<file path="config.mk">
export PLATFORM = sky130hd
export DESIGN_NAME = dual_tmr_core
export DESIGN_NICKNAME = d
export VERILOG_FILES = /design/src/rtl/tmr_pkg.sv /design/src/rtl/tmr_tick_gen.sv /design/src/rtl/tmr_src.sv /design/src/rtl/tmr_chan.sv /design/src/rtl/dual_tmr_core.sv
export SDC_FILE = /design/constraint.sdc
export NUM_CORES = 1
export LEC_CHECK = 0
export ABC_CLOCK_PERIOD_IN_PS = 5800
export CORE_MARGIN = 4
export CORE_UTILIZATION = 60
export CTS_BUF_LIST = sky130_fd_sc_hd__clkbuf_4 sky130_fd_sc_hd__clkbuf_8
export CTS_CLUSTER_DIAMETER = 40
export CTS_CLUSTER_SIZE = 10
export DETAILED_ROUTE_END_ITERATION = 10
export MAX_ROUTING_LAYER = met4
export PLACE_DENSITY = 0.87
export SYNTH_ARGS = -nofsm -noshare
export SYNTH_HDL_FRONTEND = slang
export SYNTH_SLANG_ARGS = --single-unit
</file>
<file path="constraint.sdc">
create_clock -name clk -period 5.8 [get_ports clk]
set_clock_uncertainty 0.2 [all_clocks]
set_input_delay 1.16 -clock clk [delete_from_list [all_inputs] [get_ports clk]]
set_output_delay 1.16 -clock clk [all_outputs]
set_load 0.02 [all_outputs]
</file>
<file path="src/rtl/tmr_pkg.sv">
// Shared types for the dual timer/counter.
// Assumes a mode nibble of {gate enable, counter select, mode[1:0]}.
package tmr_pkg;
    typedef enum logic [1:0] {
        TM_PRESC13 = 2'd0,
        TM_FULL16  = 2'd1,
        TM_RELOAD8 = 2'd2,
        TM_SPLIT   = 2'd3
    } tmr_mode_e;

    typedef struct packed {
        logic      gate_en;
        logic      ctr_sel;
        tmr_mode_e mode;
    } chan_cfg_t;

    localparam int CFG_W = $bits(chan_cfg_t);

    localparam logic [2:0] ADDR_MODE = 3'd0;
    localparam logic [2:0] ADDR_CTRL = 3'd1;
    localparam logic [2:0] ADDR_T0L  = 3'd2;
    localparam logic [2:0] ADDR_T0H  = 3'd3;
    localparam logic [2:0] ADDR_T1L  = 3'd4;
    localparam logic [2:0] ADDR_T1H  = 3'd5;
endpackage

</file>
<file path="src/rtl/tmr_tick_gen.sv">
// Machine-cycle tick generator: a one-clock strobe every DIV clocks.
// Assumes DIV >= 1; the phase restarts at zero on reset.
module tmr_tick_gen #(
    parameter int DIV = 12
) (
    input  logic clk,
    input  logic rst_n,
    output logic tick
);
    localparam int PW = (DIV > 1) ? $clog2(DIV) : 1;
    localparam logic [PW-1:0] LAST = PW'(DIV - 1);

    logic [PW-1:0] phase;

    // Phase counter wrapping at DIV-1.
    always_ff @(posedge clk) begin
        if (!rst_n)
            phase <= '0;
        else if (phase == LAST)
            phase <= '0;
        else
            phase <= phase + 1'b1;
    end

    assign tick = (phase == LAST);

    generate
        if (DIV > 1) begin : g_chk
            a_r1_tick_gap: assert property (@(posedge clk) disable iff (!rst_n)
                tick |=> !tick);
        end
    endgenerate
endmodule

</file>
<file path="src/rtl/tmr_src.sv">
// Count-event qualifier for one channel: picks the tick or a sampled falling
// edge of the count pin, and applies the run bit and optional gate level.
// Assumes pin and gate are synchronous to clk.
module tmr_src (
    input  logic clk,
    input  logic rst_n,
    input  logic tick,
    input  logic pin,
    input  logic gate_pin,
    input  logic run,
    input  logic gate_en,
    input  logic ctr_sel,
    output logic inc
);
    logic s_last;
    logic fall;
    logic allow;

    // Keep the pin sample of the previous machine tick.
    always_ff @(posedge clk) begin
        if (!rst_n)
            s_last <= 1'b0;
        else if (tick)
            s_last <= pin;
    end

    // Edge detect and enable qualification.
    always_comb begin
        fall  = s_last & ~pin;
        allow = run & (~gate_en | gate_pin);
        inc   = tick & allow & (ctr_sel ? fall : 1'b1);
    end

    a_r3_blocked_gate: assert property (@(posedge clk) disable iff (!rst_n)
        (gate_en && !gate_pin) |-> !inc);
    a_r2_steady_pin: assert property (@(posedge clk) disable iff (!rst_n)
        (ctr_sel && tick && $past(tick, 12) && $stable(pin) && $past(pin) == pin
         && $past(s_last) == pin) |-> !inc);
endmodule

</file>
<file path="src/rtl/tmr_chan.sv">
// One 16-bit timer channel held as two bytes, with the four count modes.
// SPLIT selects whether the high byte may run as an independent 8-bit timer
// in mode 3; without it, mode 3 holds the count. Byte writes win over counts.
module tmr_chan
    import tmr_pkg::*;
#(
    parameter int BW    = 8,
    parameter int PW    = 5,
    parameter bit SPLIT = 1'b1
) (
    input  logic          clk,
    input  logic          rst_n,
    input  tmr_mode_e     mode,
    input  logic          inc_lo,
    input  logic          inc_hi,
    input  logic          wr_lo,
    input  logic          wr_hi,
    input  logic [BW-1:0] wdata,
    output logic [BW-1:0] lo,
    output logic [BW-1:0] hi,
    output logic          ovf,
    output logic          ovf_hi
);
    logic [BW-1:0] nlo;
    logic [BW-1:0] nhi;
    logic          split_ok;

    generate
        if (SPLIT) begin : g_split
            assign split_ok = 1'b1;
        end else begin : g_nosplit
            assign split_ok = 1'b0;
        end
    endgenerate

    // Next-count logic per mode, then write override.
    always_comb begin
        nlo    = lo;
        nhi    = hi;
        ovf    = 1'b0;
        ovf_hi = 1'b0;
        case (mode)
            TM_PRESC13: if (inc_lo) begin
                nlo[PW-1:0] = lo[PW-1:0] + 1'b1;
                if (&lo[PW-1:0]) begin
                    nhi = hi + 1'b1;
                    ovf = &hi;
                end
            end
            TM_FULL16: if (inc_lo) begin
                nlo = lo + 1'b1;
                if (&lo) begin
                    nhi = hi + 1'b1;
                    ovf = &hi;
                end
            end
            TM_RELOAD8: if (inc_lo) begin
                if (&lo) begin
                    nlo = hi;
                    ovf = 1'b1;
                end else begin
                    nlo = lo + 1'b1;
                end
            end
            default: if (split_ok) begin
                if (inc_lo) begin
                    nlo = lo + 1'b1;
                    ovf = &lo;
                end
                if (inc_hi) begin
                    nhi    = hi + 1'b1;
                    ovf_hi = &hi;
                end
            end
        endcase
        if (mode == TM_SPLIT) begin
            if (wr_lo) begin
                nlo = wdata;
                ovf = 1'b0;
            end
            if (wr_hi) begin
                nhi    = wdata;
                ovf_hi = 1'b0;
            end
        end else if (wr_lo || wr_hi) begin
            nlo = wr_lo ? wdata : lo;
            nhi = wr_hi ? wdata : hi;
            ovf = 1'b0;
        end
    end

    // Count registers.
    always_ff @(posedge clk) begin
        if (!rst_n) begin
            lo <= '0;
            hi <= '0;
        end else begin
            lo <= nlo;
            hi <= nhi;
        end
    end

    a_r10_write_wins: assert property (@(posedge clk) disable iff (!rst_n)
        wr_lo |=> lo == $past(wdata));
    a_r4_idle_stable: assert property (@(posedge clk) disable iff (!rst_n)
        (!inc_lo && !inc_hi && !wr_lo && !wr_hi) |=> $stable({hi, lo}));
    a_r6_reload: assert property (@(posedge clk) disable iff (!rst_n)
        (mode == TM_RELOAD8 && inc_lo && &lo && !wr_lo && !wr_hi) |=> lo == $past(hi));
    a_r5_upper_kept: assert property (@(posedge clk) disable iff (!rst_n)
        (mode == TM_PRESC13 && !wr_lo) |=> lo[BW-1:PW] == $past(lo[BW-1:PW]));
endmodule

</file>
<file path="src/rtl/dual_tmr_core.sv">
// Dual four-mode timer/counter. Holds the mode and control registers, makes
// the machine tick, routes run bits (including the split-mode hand-over of
// run 1 and flag 1 to channel 0's high byte) and registers the baud pulse.
// Assumes BYTE_W >= 8 so the mode register fits in one write.
module dual_tmr_core
    import tmr_pkg::*;
#(
    parameter int OSC_DIV = 12,
    parameter int BYTE_W  = 8,
    parameter int PRESC_W = 5
) (
    input  logic                clk,
    input  logic                rst_n,
    input  logic                wr_en,
    input  logic [2:0]          wr_addr,
    input  logic [BYTE_W-1:0]   wr_data,
    input  logic [1:0]          cnt_pin,
    input  logic [1:0]          gate_pin,
    output logic [2*BYTE_W-1:0] t0_count,
    output logic [2*BYTE_W-1:0] t1_count,
    output logic [1:0]          ovf_flag,
    output logic                baud_pulse
);
    localparam int NCH = 2;

    logic [NCH*CFG_W-1:0] mode_q;
    logic [NCH-1:0]       run_q;
    logic [NCH-1:0]       flag_q;
    logic                 baud_q;
    logic                 tick;
    chan_cfg_t            cfg [NCH];
    logic [NCH-1:0]       run_eff;
    logic [NCH-1:0]       inc;
    logic                 t0_split;
    logic                 wr_ctrl;
    logic [NCH-1:0]       wr_lo;
    logic [NCH-1:0]       wr_hi;
    logic [NCH-1:0]       ovf;
    logic [NCH-1:0]       ovf_hi;
    logic [BYTE_W-1:0]    lo_q [NCH];
    logic [BYTE_W-1:0]    hi_q [NCH];
    logic                 split_hi_inc;
    logic                 flag1_set;

    tmr_tick_gen #(.DIV(OSC_DIV)) u_tick (
        .clk  (clk),
        .rst_n(rst_n),
        .tick (tick)
    );

    // Write decode and split-mode routing.
    always_comb begin
        wr_ctrl      = wr_en && (wr_addr == ADDR_CTRL);
        wr_lo[0]     = wr_en && (wr_addr == ADDR_T0L);
        wr_hi[0]     = wr_en && (wr_addr == ADDR_T0H);
        wr_lo[1]     = wr_en && (wr_addr == ADDR_T1L);
        wr_hi[1]     = wr_en && (wr_addr == ADDR_T1H);
        t0_split     = (cfg[0].mode == TM_SPLIT);
        run_eff[0]   = run_q[0];
        run_eff[1]   = t0_split ? 1'b1 : run_q[1];
        split_hi_inc = tick && run_q[1] && t0_split;
        flag1_set    = t0_split ? ovf_hi[0] : ovf[1];
    end

    generate
        for (genvar i = 0; i < NCH; i++) begin : g_ch
            assign cfg[i] = chan_cfg_t'(mode_q[i*CFG_W +: CFG_W]);

            tmr_src u_src (
                .clk     (clk),
                .rst_n   (rst_n),
                .tick    (tick),
                .pin     (cnt_pin[i]),
                .gate_pin(gate_pin[i]),
                .run     (run_eff[i]),
                .gate_en (cfg[i].gate_en),
                .ctr_sel (cfg[i].ctr_sel),
                .inc     (inc[i])
            );

            tmr_chan #(
                .BW   (BYTE_W),
                .PW   (PRESC_W),
                .SPLIT(i == 0)
            ) u_chan (
                .clk   (clk),
                .rst_n (rst_n),
                .mode  (cfg[i].mode),
                .inc_lo(inc[i]),
                .inc_hi((i == 0) ? split_hi_inc : 1'b0),
                .wr_lo (wr_lo[i]),
                .wr_hi (wr_hi[i]),
                .wdata (wr_data),
                .lo    (lo_q[i]),
                .hi    (hi_q[i]),
                .ovf   (ovf[i]),
                .ovf_hi(ovf_hi[i])
            );
        end
    endgenerate

    // Mode register.
    always_ff @(posedge clk) begin
        if (!rst_n)
            mode_q <= '0;
        else if (wr_en && wr_addr == ADDR_MODE)
            mode_q <= wr_data[NCH*CFG_W-1:0];
    end

    // Control register: run bits and sticky flags, writes first.
    always_ff @(posedge clk) begin
        if (!rst_n) begin
            run_q  <= '0;
            flag_q <= '0;
        end else if (wr_ctrl) begin
            run_q  <= wr_data[1:0];
            flag_q <= wr_data[3:2];
        end else begin
            if (ovf[0])
                flag_q[0] <= 1'b1;
            if (flag1_set)
                flag_q[1] <= 1'b1;
        end
    end

    // Baud pulse follows each channel 1 overflow by one clock.
    always_ff @(posedge clk) begin
        if (!rst_n)
            baud_q <= 1'b0;
        else
            baud_q <= ovf[1];
    end

    assign t0_count   = {hi_q[0], lo_q[0]};
    assign t1_count   = {hi_q[1], lo_q[1]};
    assign ovf_flag   = flag_q;
    assign baud_pulse = baud_q;

    a_r8_split_no_flag1: assert property (@(posedge clk) disable iff (!rst_n)
        (t0_split && ovf[1] && !ovf_hi[0] && !flag_q[1] && !wr_ctrl) |=> !flag_q[1]);
    a_r11_flag0_sticky: assert property (@(posedge clk) disable iff (!rst_n)
        (flag_q[0] && !wr_ctrl) |=> flag_q[0]);
    a_r11_flag1_sticky: assert property (@(posedge clk) disable iff (!rst_n)
        (flag_q[1] && !wr_ctrl) |=> flag_q[1]);
    a_r9_baud_follows: assert property (@(posedge clk) disable iff (!rst_n)
        ovf[1] |=> baud_pulse);

    generate
        if (OSC_DIV > 1) begin : g_baud_chk
            a_r9_baud_single: assert property (@(posedge clk) disable iff (!rst_n)
                baud_pulse |=> !baud_pulse);
        end
    endgenerate
endmodule

</file>
# Yosys cells after proc, flatten, opt, wreduce, memory -nomap -nowiden
# Index checks and enable logic that the tools add are counted.
# totals
regBits	51
output_inout_bits	35
word_cells	143
# op_classes
addsub	7
eq_ne	16
muxes	70
bitwise	15
n_reduce_logical	23
# ops
operator	count
8-bit 2-to-1 mux	31
8-bit by 1-bit adder with 8-bit output, second input constant	4
8-bit AND reduction	4
1-bit 2-to-1 mux	28
8-bit one-hot mux with 3 select lines	1
8-bit one-hot mux with 2 select lines	1
5-bit one-hot mux with 3 select lines	1
3-bit one-hot mux with 2 select lines	2
5-bit by 1-bit adder with 5-bit output, second input constant	2
5-bit 2-to-1 mux	2
5-bit one-hot mux with 2 select lines	1
5-bit AND reduction	2
1-bit bitwise AND	8
2-bit == test, second input constant	4
1-bit logical AND	8
3-bit by 2-bit == test with 1-bit output, second input constant	2
3-bit == test, second input constant	2
3-bit by 1-bit != test with 1-bit output, second input constant	2
3-bit by 2-bit != test with 1-bit output, second input constant	2
1-bit one-hot mux with 3 select lines	2
1-bit NOT	5
4-bit by 1-bit adder with 4-bit output, second input constant	1
2-bit by 1-bit == test with 1-bit output, second input constant	2
4-bit == test, second input constant	1
9 further kinds	13

# Depth between registers and ports, before layout
# Gate-level depths: netlist of the first run.
# depth
word_depth	12
mapped_depth	8
depth_no_buf	8

# Cells and area by module
# From an unflattened synthesis of the first run, not the netlist that was laid out.
# unflattened
cells_unflattened	562
area_unflattened_um2	4137.7
# modules_own_cells
mod	n_inst	cells_per_inst	area_per_inst_um2	seq_area_each_um2
tmr_chan (g_ch[0].u_chan)	1	247	1715.4	320.3
tmr_chan (g_ch[1].u_chan)	1	220	1550.2	320.3
dual_tmr_core	1	63	578.1	260.2
tmr_tick_gen	1	18	163.9	80.1
tmr_src	2	7	65.1	20.0

# Worst setup path before layout of the first run
# Ideal clock, no wire load.
# synth_timing
kind	input to register
start	in cnt_pin[1]
end	reg g_ch[1].u_chan.hi[1]
arrival_ns	2.536
path_slack_ns	2.938
stages	6
n_path_buf	0
path_cell_list	nand2b_1 -> a2111oi_4 -> o221ai_2 -> or2_1 -> a221oi_1 -> nor3b_1
# synth_between
elab_chain_cells	8
# synth_lines
element	line_no	text
from (decl)	dual_tmr_core.sv:17	input logic [1:0] cnt_pin,
1-bit NOT *	tmr_src.sv:29	fall = s_last & ~pin;
1-bit bitwise AND *	tmr_src.sv:29	
1-bit 2-to-1 mux *	tmr_src.sv:31	inc = tick & allow & (ctr_sel ? fall : 1'b1);
1-bit bitwise AND *	tmr_src.sv:31	
8-bit 2-to-1 mux, on equally long branches	tmr_chan.sv:50, tmr_chan.sv:43	
8-bit one-hot mux with 2 select lines *	tmr_chan.sv:42	case (mode)
8-bit 2-to-1 mux, on equally long branches	tmr_chan.sv:85, tmr_chan.sv:81	
8-bit 2-to-1 mux *	tmr_chan.sv:76	if (mode == TM_SPLIT) begin
to (signal assigned)	tmr_chan.sv:99	hi <= nhi;
to (decl)	tmr_chan.sv:20	output logic [BW-1:0] hi,
# Every way passes the cells marked *; elsewhere a longest branch is shown, timed or not.
# A chain may end at the register's enable or synchronous reset.

# Final worst setup path of the first run
# layout_timing
start	in wr_addr[0]
end	reg g_ch[0].u_chan.lo[7]
# layout_between
elab_chain_cells	5
# layout_lines
element	line_no	text
from (decl)	dual_tmr_core.sv:15	input logic [2:0] wr_addr,
3-bit by 2-bit == test with 1-bit output, on equally long branches	dual_tmr_core.sv:54, dual_tmr_core.sv:55	
1-bit logical AND, on equally long branches	dual_tmr_core.sv:54, dual_tmr_core.sv:55	
1-bit logical OR	tmr_chan.sv:85	end else if (wr_lo || wr_hi) begin
8-bit 2-to-1 mux	tmr_chan.sv:85	
8-bit 2-to-1 mux	tmr_chan.sv:76	
to (signal assigned)	tmr_chan.sv:98	lo <= nlo;
to (decl)	tmr_chan.sv:19	output logic [BW-1:0] lo,
# Several ways; a longest one is shown, not always the timed one.

==> flow_summary.toml, run 1 <==
[cells_and_area]
nNetsFinal = 517
syn_to_final_growth_pct = 19.3
layout_common_cells = "nand2_1 (52), clkdlybuf4s50_1 (52), dfxtp_1 (51)"
fillers = 457
multi_input_area_um2 = 2270
instances_no_fill = 562
area.sequential_um2 = 1020
fin_area_um2 = 4080
drive_gt1_share_pct = 4.29
diodes = 0

[floorplanning]
die_y_um = 83.5
design.core.area_um2 = 5510
dieArea_um2 = 6980
die_x_um = 83.5
io_pins = 53
start_util_pct = 62.1
rows = 27

[place]
gp_congestion = 0.955
dp.cells = 554
pre_cts_ws_ns = 1.92
dpl_cell_area_um2 = 3960
port_buffers = 52
dp_hpwl_um = 7490

[pwr]
power_density_nw_per_um2 = 191
p_leak_uw = 0.00135
peakVddDrop_mv = 0.138

[timing]
setup_tns_ns = 0
setup_viol = 0
rsz0062_at_grt = "no"
whs_ns = 0.249
period_needed_ns = 3.61
setup_ws_ns = 2.19
worst_pin_slew_ns = 0.837
hold_viol = 0
finalCritPeriodShare_pct = 62.3
slew_headroom_pct = 44.2
max_freq_ghz = 0.277
slew_violations = 0

[worst_setup_path]
slowest_delay_ns = 0.83
cp_cell_sequence = "clkdlybuf4s50_1, nand4b_1, nor2_1, a221o_1, o221ai_1, nor2_1"
arrival_ns = 3.67
worst_setup_path_start_kind = "input port"
slowest_stage = "clkdlybuf4s50_1"
end_kind = "flop"
crit_required_ns = 5.85
cp_common_cell = "nor2_1"
crit_fanout = 18
critPathKind = "in2reg"

[grt]
grt_start_max_net_pins = 47
overflow = 0
antenna_found_initial = 0
grt_pass1_vias = 3586
grt_first_pass_wirelength_um = 17500
grt_use_total_pct = 30.8

[logic_synthesis]
synth_top_area_share_pct = 29.8
ys_ff_latch = 51
ys.flop_type = "dfxtp_1"
ys_async_sr_fraction_pct = 0
syn_avg_cell_area_um2 = 7.60
synth.largest_area_cell = "dfxtp_1"
netlist_top_cells_area = "dfxtp_1 (30%), o21ai_0 (5.9%), nand2_1 (5.7%)"
synth_edf_count = 0
syn_inst = 450
synth_cell_type_count = 61
seq_area_frac_synth_pct = 29.8
synth_area_um2 = 3420
yosysWarnings = 0
synth_nets = 478

[detailed_routing]
dr.first_iter.drc_count = 365
wl_per_cell_um = 18.9
routed_wl_um = 10600
drc_errors = 0
ant_nets = 0
via_per_inst = 6.73
detail_route.first_pass.iterations = 7
via_count = 3782

[clocking]
clk_pin_slew_ns = 0.09
numClockSinks = 51
cts_hold_buf = 0
root_buffer = "clkbuf_8"
cts_htree_levels = 2
post_cts_buffers = 0
cts_made_buffers = 5
clock_path_buffers = 2
cts_tree = "built"
cts_resized = 0
clk_latency_ns = 0.32

[status]
status = "finished clean"

[worst_hold_path]
holdCritPathClass = "reg2reg"

[flow_run]
max_cap_viol_count = 0
==> synthesized netlist by cell type (all sizes together), types with 5 or more instances <==
library cell	n
o21ai	41
mux2i	7
nor2	39
nand4	7
o211ai	5
nor3	8
a21oi	36
xnor2	8
nor2b	8
a21boi	16
nand3	26
ha	10
a221oi	6
dfxtp	51
inv	13
clkbuf	18
and3	11
o221ai	10
and2	9
nand2	52
nor4	6
==> state kept, by name, summed over array words and instances (netlist names) <==
signal             cells
g_ch.u_src.s_last      2
mode_q                 8
g_ch.u_chan.lo        16
u_tick.phase           4
run_q                  2
ovf_flag               2
g_ch.u_chan.hi        16
baud_pulse             1
==> cell families after synthesis <==
logic type / count (synthesis) / synth area share (%)
AOI/OAI and AO/OA: 146 / 29.3
adders and majority gates: 10 / 3.66
buffers and inverters: 35 / 3.95
muxes: 10 / 3.03
and+or+nand+nor: 187 / 27.4
DFF: 51 / 29.8
xor gates and xnor gates: 11 / 2.82
==> final timing paths <==
| check | endpoint | start | slack [ns] | depth (start not counted) |
|---|---|---|---|---|
| max reg2reg | g_ch[1].u_chan.hi[1] | u_tick.phase[0] | 2.84 | 7 |
| min | u_tick.phase[0] | u_tick.phase[0] | 0.25 | 1 |
| max | g_ch[0].u_chan.lo[7] | wr_addr[0] | 2.19 | 6 |
| min reg2reg | u_tick.phase[0] | u_tick.phase[0] | 0.25 | 1 |
==> critical path, delay by kind of cell <==
kind                   cells  cell delay (ns)
AOI/OAI and AO/OA          2             0.33
and+or+nand+nor            3             1.33
buffers and inverters      1             0.83
==> through the flow <==
| step | util (%) | power, uW |
|---|---|---|
| floorplan | - | 454 |
| global placement | 71.9 | 508 |
| detailed placement | 71.9 | 511 |
| CTS | 74.1 | 777 |
| global route | 74.1 | 808 |
| finish | 74.1 | 778 |
==> routing by layer <==
metal / vias to the layer above / GRT usage, % / part of all wire (%)
met3: 41 / 4.94 / 9.8
met4: 0 / 13.3 / 3.3
met2: 232 / 49.4 / 46
met1: 1759 / 38.5 / 40
li1: 1750 / - / -
met5: - / - / 0
==> layout make-up <==
| class | count | share of cell area, % |
|---|---|---|
| clock inverters | 2 | 0.950 |
| clock buffers | 6 | 2.02 |
| inverters | 13 | 1.20 |
| multi-input cells | 364 | 55.5 |
| well taps | 72 | 2.21 |
| repair buffers | 54 | 13.1 |
| flip-flops and latches | 51 | 25.0 |
==> power breakdown <==
part / leakage, uW / total [uW] / internal, uW / switching (uW)
clock: 0.0000618 / 272 / 142 / 130
sequential: 0.000415 / 386 / 363 / 23.0
combinational: 0.000878 / 120 / 53.9 / 66.2
(Power assumes the default switching activity.)
==> inputs of run 2 (changes only) <==
--- a/config.mk
+++ b/config.mk
@@ -5,15 +5,15 @@
 export SDC_FILE = /design/constraint.sdc
 export NUM_CORES = 1
 export LEC_CHECK = 0
-export ABC_CLOCK_PERIOD_IN_PS = 5800
+export ABC_CLOCK_PERIOD_IN_PS = 3800
 export CORE_MARGIN = 4
-export CORE_UTILIZATION = 60
+export CORE_UTILIZATION = 56
 export CTS_BUF_LIST = sky130_fd_sc_hd__clkbuf_4 sky130_fd_sc_hd__clkbuf_8
 export CTS_CLUSTER_DIAMETER = 40
 export CTS_CLUSTER_SIZE = 10
 export DETAILED_ROUTE_END_ITERATION = 10
 export MAX_ROUTING_LAYER = met4
-export PLACE_DENSITY = 0.87
+export PLACE_DENSITY = 0.82
 export SYNTH_ARGS = -nofsm -noshare
 export SYNTH_HDL_FRONTEND = slang
 export SYNTH_SLANG_ARGS = --single-unit
==> constraint.sdc (replaced) <==
create_clock -name clk -period 3.8 [get_ports clk]
set_clock_uncertainty 0.2 [all_clocks]
set_input_delay 0.76 -clock clk [delete_from_list [all_inputs] [get_ports clk]]
set_output_delay 0.76 -clock clk [all_outputs]
set_load 0.02 [all_outputs]
==> flow_summary.toml, run 2 (same netlist as run 1, synthesis figures left out) <==
[clocking]
clk_latency_ns = 0.31
root_buffer = "clkbuf_8"
numClockSinks = 51
clock_path_buffers = 2
clk_pin_slew_ns = 0.10
cts_resized = 0
cts_made_buffers = 5
cts_hold_buf = 0
cts_htree_levels = 2
cts_tree = "built"
post_cts_buffers = 0

[floorplanning]
die_y_um = 86.2
design.core.area_um2 = 5920
io_pins = 53
rows = 28
dieArea_um2 = 7430
die_x_um = 86.2
start_util_pct = 57.8

[worst_setup_path]
arrival_ns = 3.03
end_kind = "flop"
worst_setup_path_start_kind = "input port"
critPathKind = "in2reg"
crit_required_ns = 3.83
r2r_slack_ns = 1.12
crit_fanout = 10

[detailed_routing]
detail_route.first_pass.iterations = 8
via_count = 3706
via_per_inst = 6.50
wl_per_cell_um = 18.3
routed_wl_um = 10400
ant_nets = 0
dr.first_iter.drc_count = 231
drc_errors = 0

[cells_and_area]
diodes = 0
fillers = 511
drive_gt1_share_pct = 5.25
nNetsFinal = 522
layout_common_cells = "nand2_1 (52), clkdlybuf4s50_1 (52), dfxtp_1 (51)"
reg_top3 = "g_ch.u_chan.hi (16), g_ch.u_chan.lo (16), mode_q (8)"
syn_to_final_growth_pct = 20.3
utilization_pct = 69.5

[grt]
grt_use_total_pct = 29.5
grt_pass1_vias = 3368
grt_first_pass_wirelength_um = 17200
busiest_layer = "met2"
use_met3_pct = 4.47
grt_start_max_net_pins = 23
grtUsageMet2_pct = 45.8
antenna_found_initial = 0
grt_use_met1_pct = 39.3
overflow = 0

[timing]
hold_viol = 0
worst_pin_slew_ns = 0.641
setup_tns_ns = 0
slew_headroom_pct = 56.8
slew_violations = 0
whs_ns = 0.253
rsz0062_at_grt = "no"
setup_viol = 0
max_freq_ghz = 0.333
setup_ws_ns = 0.799
period_needed_ns = 3.00
finalCritPeriodShare_pct = 79.0

[pwr]
p_leak_uw = 0.00137
power_density_nw_per_um2 = 283
peakVddDrop_mv = 0.160
power_uw = 1170

[place]
port_buffers = 52
dp_hpwl_um = 7590
gp_congestion = 0.964
pre_cts_ws_ns = 0.575

[flow_run]
max_cap_viol_count = 0

[status]
status = "finished clean"

[worst_hold_path]
holdCritPathClass = "reg2reg"
run 2: changes by cell type in the layout (fill, tap and decap cells not counted):
cell,change
buf_4,+5
clkbuf_8,-1
clkinv_2,+1
clkinv_4,+1
inv_6,-1
run 2: through the flow:
| step | std cells | cell area [um^2] |
|---|---|---|
| after CTS | 570 | 4120 |
| final | 570 | 4120 |
| after global placement | 562 | 4000 |
| after detailed placement | 562 | 4000 |
| after floorplan | 450 | 3420 |
| after global routing | 570 | 4120 |
run 2: worst paths after layout:
path	startpoint	endpoint	cells past startpoint
worst max-delay path	wr_en	g_ch[0].u_chan.hi[0]	7
worst min-delay path	u_tick.phase[0]	u_tick.phase[0]	1
worst max register to register	g_ch[1].u_chan.lo[0]	g_ch[1].u_chan.hi[1]	7
worst min register to register	u_tick.phase[0]	u_tick.phase[0]	1
run 2: cell type report:
type                            count  area, um^2  area share [%]
Clock buffer                        5        68.8            1.67
Clock inverter                      3        43.8            1.06
Inverter                           13        48.8            1.19
Multi-Input combinational cell    364        2270            55.1
Sequential cell                    51        1020            24.8
Tap cell                           75        93.8            2.28
Timing Repair Buffer               59         573            13.9
run 2: critical path: stages:
cell             delay, ns
clkdlybuf4s50_1       0.64
nor2b_1               0.32
nand3b_1              0.30
a21oi_1               0.51
nor2_1                0.16
xnor2_1               0.16
a21oi_1               0.17
run 2: where the power goes:
group	internal (uW)	leakage (uW)	switching (uW)
clock network	197	0.0000581	195
registers	555	0.000415	34.4
logic	84.0	0.000902	101
total	835	0.00137	331
run 2: routing by layer:
layer | wire length (um) | share of wire (%) | up-vias
met2 | 4770 | 46 | 198
met5 | 0 | 0 | -
met3 | 901 | 8.6 | 29
li1 | - | - | 1759
met1 | 4530 | 43 | 1720
met4 | 234 | 2.2 | 0
